**src/rtl/irq_pkg.sv**
```systemverilog
package irq_pkg;
    localparam int unsigned WORD_W  = 16;
    localparam int unsigned FAIL_HI = 15;
    localparam int unsigned FAIL_LO = 12;
    localparam int unsigned MSG_HI  = 11;
    localparam int unsigned MSG_LO  = 7;
    localparam int unsigned TAPF_BIT = 13;

    typedef logic [WORD_W-1:0] word_t;

    localparam word_t USED_BITS = word_t'((1 << (FAIL_HI + 1)) - (1 << MSG_LO));

    function automatic logic group_any(input word_t pend, input word_t mask,
                                       input int unsigned hi, input int unsigned lo);
        logic acc;
        acc = 1'b0;
        for (int unsigned i = lo; i <= hi; i++) begin
            acc = acc | (pend[i] & mask[i]);
        end
        return acc;
    endfunction
endpackage

```
**src/rtl/irq_host_port.sv**
```systemverilog
module irq_host_port #(
    parameter int unsigned ADDR_W    = 4,
    parameter int unsigned MASK_ADDR = 3,
    parameter int unsigned PEND_ADDR = 4
) (
    input  logic              clk,
    input  logic              rst_n,
    input  logic              sel_i,
    input  logic              wr_i,
    input  logic [ADDR_W-1:0] addr_i,
    output logic              mask_we_o,
    output logic              mask_rd_o,
    output logic              pend_rd_o,
    output logic              pend_wr_o,
    output logic              clr_o
);
    typedef struct packed {
        logic arm;
    } port_state_t;

    localparam logic [ADDR_W-1:0] MASK_A = ADDR_W'(MASK_ADDR);
    localparam logic [ADDR_W-1:0] PEND_A = ADDR_W'(PEND_ADDR);

    port_state_t s_d, s_q;

    always_comb begin
        s_d       = s_q;
        mask_we_o = sel_i &  wr_i & (addr_i == MASK_A);
        mask_rd_o = sel_i & ~wr_i & (addr_i == MASK_A);
        pend_rd_o = sel_i & ~wr_i & (addr_i == PEND_A);
        pend_wr_o = sel_i &  wr_i & (addr_i == PEND_A);
        clr_o     = sel_i & s_q.arm;
        if (sel_i) begin
            s_d.arm = pend_rd_o;
        end
    end

    always_ff @(posedge clk or negedge rst_n) begin
        if (!rst_n) begin
            s_q <= '0;
        end else begin
            s_q <= s_d;
        end
    end

    AST_CLEAR_NEEDS_ACCESS: assert property (@(posedge clk) disable iff (!rst_n)
        clr_o |-> sel_i) else $error("clear without access");
    AST_ARM_FOLLOWS_READ: assert property (@(posedge clk) disable iff (!rst_n)
        pend_rd_o ##1 sel_i |-> clr_o) else $error("armed clear missing");
    AST_NO_CLEAR_UNARMED: assert property (@(posedge clk) disable iff (!rst_n)
        sel_i && !pend_rd_o ##1 sel_i |-> !clr_o) else $error("clear while unarmed");
endmodule

```
**src/rtl/irq_pending.sv**
```systemverilog
module irq_pending
    import irq_pkg::*;
(
    input  logic  clk,
    input  logic  rst_n,
    input  word_t evt_i,
    input  logic  clr_i,
    output word_t pend_o
);
    typedef struct packed {
        word_t pend;
    } pend_state_t;

    pend_state_t s_d, s_q;

    always_comb begin
        s_d = s_q;
        if (clr_i) begin
            s_d.pend = '0;
        end
        s_d.pend = (s_d.pend | evt_i) & USED_BITS;
        pend_o   = s_q.pend;
    end

    always_ff @(posedge clk or negedge rst_n) begin
        if (!rst_n) begin
            s_q <= '0;
        end else begin
            s_q <= s_d;
        end
    end

    AST_UNUSED_LOW: assert property (@(posedge clk) disable iff (!rst_n)
        pend_o[MSG_LO-1:0] == '0) else $error("unused pending bit set");
    AST_EVENT_KEPT: assert property (@(posedge clk) disable iff (!rst_n)
        |(evt_i & USED_BITS) |=> ((pend_o & $past(evt_i & USED_BITS)) == $past(evt_i & USED_BITS)))
        else $error("event lost");
    AST_STICKY: assert property (@(posedge clk) disable iff (!rst_n)
        !clr_i |=> ((pend_o & $past(pend_o)) == $past(pend_o)))
        else $error("pending bit dropped without clear");
endmodule

```
**src/rtl/irq_mask.sv**
```systemverilog
module irq_mask
    import irq_pkg::*;
(
    input  logic  clk,
    input  logic  rst_n,
    input  logic  we_i,
    input  word_t wdata_i,
    output word_t mask_o
);
    typedef struct packed {
        word_t mask;
    } mask_state_t;

    mask_state_t s_d, s_q;

    always_comb begin
        s_d = s_q;
        if (we_i) begin
            s_d.mask = wdata_i & USED_BITS;
        end
        mask_o = s_q.mask;
    end

    always_ff @(posedge clk or negedge rst_n) begin
        if (!rst_n) begin
            s_q <= '0;
        end else begin
            s_q <= s_d;
        end
    end

    AST_MASK_HOLDS: assert property (@(posedge clk) disable iff (!rst_n)
        !we_i |=> $stable(mask_o)) else $error("mask changed without write");
endmodule

```
**src/rtl/irq_pend_reg.sv**
```systemverilog
module irq_pend_reg
    import irq_pkg::*;
#(
    parameter int unsigned ADDR_W    = 4,
    parameter int unsigned MASK_ADDR = 3,
    parameter int unsigned PEND_ADDR = 4
) (
    input  logic              clk,
    input  logic              rst_n,
    input  logic [15:0]       evt_i,
    input  logic              run_i,
    input  logic              sel_i,
    input  logic              wr_i,
    input  logic [ADDR_W-1:0] addr_i,
    input  logic [15:0]       wdata_i,
    output logic [15:0]       rdata_o,
    output logic              fail_irq_o,
    output logic              msg_irq_o,
    output logic              exec_en_o
);
    logic  mask_we, mask_rd, pend_rd, pend_wr, clr;
    word_t pend, mask;

    irq_host_port #(
        .ADDR_W   (ADDR_W),
        .MASK_ADDR(MASK_ADDR),
        .PEND_ADDR(PEND_ADDR)
    ) u_port (
        .clk      (clk),
        .rst_n    (rst_n),
        .sel_i    (sel_i),
        .wr_i     (wr_i),
        .addr_i   (addr_i),
        .mask_we_o(mask_we),
        .mask_rd_o(mask_rd),
        .pend_rd_o(pend_rd),
        .pend_wr_o(pend_wr),
        .clr_o    (clr)
    );

    irq_pending u_pend (
        .clk   (clk),
        .rst_n (rst_n),
        .evt_i (evt_i),
        .clr_i (clr),
        .pend_o(pend)
    );

    irq_mask u_mask (
        .clk    (clk),
        .rst_n  (rst_n),
        .we_i   (mask_we),
        .wdata_i(wdata_i),
        .mask_o (mask)
    );

    always_comb begin
        rdata_o = '0;
        if (pend_rd) begin
            rdata_o = pend;
        end else if (mask_rd) begin
            rdata_o = mask;
        end
        fail_irq_o = group_any(pend, mask, FAIL_HI, FAIL_LO);
        msg_irq_o  = group_any(pend, mask, MSG_HI, MSG_LO);
        exec_en_o  = run_i & ~pend[TAPF_BIT];
    end

    AST_IRQ_QUIET_MASKED: assert property (@(posedge clk) disable iff (!rst_n)
        (mask == '0) |-> (!fail_irq_o && !msg_irq_o)) else $error("irq while fully masked");
    AST_IRQ_QUIET_IDLE: assert property (@(posedge clk) disable iff (!rst_n)
        (pend == '0) |-> (!fail_irq_o && !msg_irq_o)) else $error("irq with nothing pending");
    AST_CLEAR_RESULT: assert property (@(posedge clk) disable iff (!rst_n)
        clr |=> (pend == $past(evt_i & USED_BITS))) else $error("deferred clear incomplete");
    AST_PEND_WRITE_IGNORED: assert property (@(posedge clk) disable iff (!rst_n)
        pend_wr && !clr |=> ((pend & $past(pend)) == $past(pend))) else $error("pending write altered bits");
    AST_PARITY_BLOCKS_RUN: assert property (@(posedge clk) disable iff (!rst_n)
        pend[TAPF_BIT] |-> !exec_en_o) else $error("run enabled with parity fail");
endmodule

```
**config.mk**
```make
export PLATFORM = sky130hd
export DESIGN_NAME = irq_pend_reg
export DESIGN_NICKNAME = d
export VERILOG_FILES = /design/src/rtl/irq_pkg.sv /design/src/rtl/irq_host_port.sv /design/src/rtl/irq_pending.sv /design/src/rtl/irq_mask.sv /design/src/rtl/irq_pend_reg.sv
export SDC_FILE = /design/constraint.sdc
export NUM_CORES = 1
export LEC_CHECK = 0
export BUFFER_PORTS_ARGS = -buffer_cell sky130_fd_sc_hd__buf_2
export CAP_MARGIN = 20
export CORE_MARGIN = 3
export CORE_UTILIZATION = 37
export DETAILED_ROUTE_END_ITERATION = 7
export GPL_TIMING_DRIVEN = 0
export PLACE_DENSITY = 0.84
export SLEW_MARGIN = 30
export SYNTH_ARGS = -nofsm -noshare
export SYNTH_HDL_FRONTEND = slang
export SYNTH_SLANG_ARGS = --single-unit
```
**constraint.sdc**
```tcl
create_clock -name clk -period 1.3 [get_ports clk]
set_input_delay 0.195 -clock clk [delete_from_list [all_inputs] [get_ports clk]]
set_output_delay 0.195 -clock clk [all_outputs]
set_load 0.02 [all_outputs]
```
==> run summary <==
status = finished, violations left
failing checks = negative setup slack
pre-CTS setup slack = -0.5839 ns
wire length on met1 = 919 um
area leader, netlist = dfrtp_1
Detailed Routing Iterations Pass 1 = 4
total number of vias = 762
final setup TNS = -2.692 ns
RSZ-0062 raised after global routing = true
Die Wd = 55.52 um
Overflow after GRT = 0
met2 WL = 1.038 mm
reg2reg end = u_pend.pend_o[9]
top_reg_cell synth = dfrtp_1
cell area after synthesis = 907.1 sq um
top post-synthesis cells by area = dfrtp_1 (52%), mux2_2 (11%), a22o_1 (8.7%)
layout cells sized above 1 = 0.5635
register area share after synthesis = 0.5241
clock root buffer = clkbuf_4
leak pwr = 0.6511 nW
initial antenna violation count = 0
Hold Crit Start = evt_i[7]
critical path startpoint category = input port
HP Class = input port to flip-flop
fin util = 0.5932
Num CTS Buffers = 3
Avg Inst Size Synth = 12.96 sq um
Total Power = 1.305 mW
TritonCTS clock tree = built
Worst Skew = 0.001984 ns
hold_ws = 0.07663 ns
initial core utilization = 0.3986
crit path capture type = output pin
number of global-route vias before repair = 800
global-route wire length before repair = 3.677 mm
pwr/cell area = 966.9 nW/um^2
area delta synth->final = 48.83%
Syn Inst Count = 70
GRT Total Usage = 0.1499
Hold Path End = u_pend.pend_o[7]
Port Buffers = 38
Max transition margin = 0.6648
maximum clock frequency = 0.6289 GHz
I/O pins = 60
Clock transition at path regs = 0.10 ns
Critical Path AT = 1.40 ns
most common cell in the netlist = dfrtp_1
row count = 17
DRC viols = 0
final wirelength = 2.195 mm
Worst R2R Start = u_port.s_q
FF-to-FF setup slack = 0.39 ns
critical path class = input port to output pin
minimum clock period = 1.590 ns
FF-to-FF path depth = 2
DR top layer = met3
most frequent cells after synthesis = dfrtp_1 (19), a21o_1 (10), a22o_1 (9), mux2_2 (9), buf_4 (7)
vias per inst = 4.948
YS warnings = 0
Routed Antenna Nets = 0
Async SR Flop Fraction = 1.000
Antenna Cells = 0
crit share post-route = 1.223
worst skew pair latency = 0.29 ns
post-synthesis cell type count = 15
clock buffer depth = 2
Slew Limit Fails = 0
# setup viols final = 11
worst setup margin = -0.2900 ns
DIE AREA = 3082 sq um
Hold Crit Depth = 2
largest fanout on the critical path = 10
H-tree depth = 1
routed length on met3 = 236 um
core area = 2276 sq um
Die Span Y = 55.52 um
Post-synth EDFFs = 0
#FFs+latches synth = 19
max-cap violation count = 0
Final HPWL DP = 1.541 mm
Layout Nets = 168
Final Hold Fails = 0
DR iter-0 viols = 11
largest net degree at the start of global routing = 20
WL per Instance = 14.25 um
Crit path required time = 1.11 ns
routability cong. = 0.6719
Clock Sinks = 19
Worst VDD drop = 0.5878 mV
Yosys top cell area share = 0.5241
Least-Margin Pin Slew = 0.5012 ns
cells by family after synthesis:
group,synth area share
flip-flops,0.5241
AND/OR/NAND/NOR,0.09241
other,0.004134
multiplexers,0.1117
AO/OA/AOI/OAI,0.2055
buffers and inverters,0.06206
state kept, by name (all words and copies together) (netlist names):
signal         count
u_pend.pend_o      9
u_mask.mask_o      9
u_port.s_q         1
per-stage QoR:
stage,instance area (sq um),cells
final,1350,154
after global routing,1350,154
after CTS,1303,151
after detailed placement,1155,142
after global placement,1155,142
after floorplan,929.6,76
layout make-up:
| type | instances | area [sq um] |
|---|---|---|
| fill | 214 | 925.9 |
| sequential | 19 | 475.5 |
| multi-input combinational | 49 | 422.9 |
| timing repair buffer | 46 | 334.1 |
| buffer | 7 | 52.55 |
| tap | 28 | 35.03 |
| clock buffer | 4 | 26.28 |
| inverter | 1 | 3.754 |
worst max path at each step:
stage | startpoint | endpoint | slack (ns) | cells past startpoint
after floorplan | addr_i[3] | rdata_o[10] | -0.24 | 3
after global placement | addr_i[3] | rdata_o[7] | -0.56 | 5
after global routing | addr_i[3] | rdata_o[9] | -0.35 | 6
final | addr_i[3] | rdata_o[9] | -0.29 | 6
after CTS | addr_i[3] | rdata_o[14] | -0.29 | 6
after detailed placement | addr_i[3] | rdata_o[14] | -0.58 | 5
where the power goes:
| part | internal (mW) | switching, mW |
|---|---|---|
| Clock | 0.119 | 0.173 |
| Sequential | 0.650 | 0.0480 |
| Combinational | 0.175 | 0.140 |
routing by layer:
metal / vias up / GRT usage
li1: 363 / -
met1: 359 / 0.1888
met2: 40 / 0.2483
met3: 0 / 0.04439
met4: 0 / 0.04167
met5: - / 0
critical path: stages:
cell and delay, ns:
buf_6 0.09, or3b_4 0.42, nor4b_4 0.23, buf_6 0.18
a22o_1 0.16, buf_6 0.12
cells in the final DEF (no fill, tap or decap):
master	netlist	final
dfrtp_1	19	19
a21o_1	10	10
a22o_1	9	9
a22oi_2	0	2
a222oi_1	1	1
mux2_2	9	9
nor3_4	0	2
or3b_4	1	1
nand3b_1	1	1
clkbuf_1	0	1
clkbuf_4	0	3
inv_1	1	1
nor4b_4	1	1
conb_1	1	7
nor2b_2	0	1
nand2_1	4	4
buf_4	7	14
a22oi_1	3	1
buf_2	0	25
buf_6	0	13
dlygate4sd3_1	0	1
what timing repair did:
| action | 4_1_cts | 5_1_grt |
|---|---|---|
| buffers inserted | 4 | 3 |
| setup endpoints to repair | 11 | 20 |
| pin swaps | 6 | 4 |
| gates resized for setup | 23 | 6 |
| hold endpoints to repair | 19 | 0 |
| hold buffers | 1 | 0 |
Note: power is estimated with default switching activity, not from simulation.
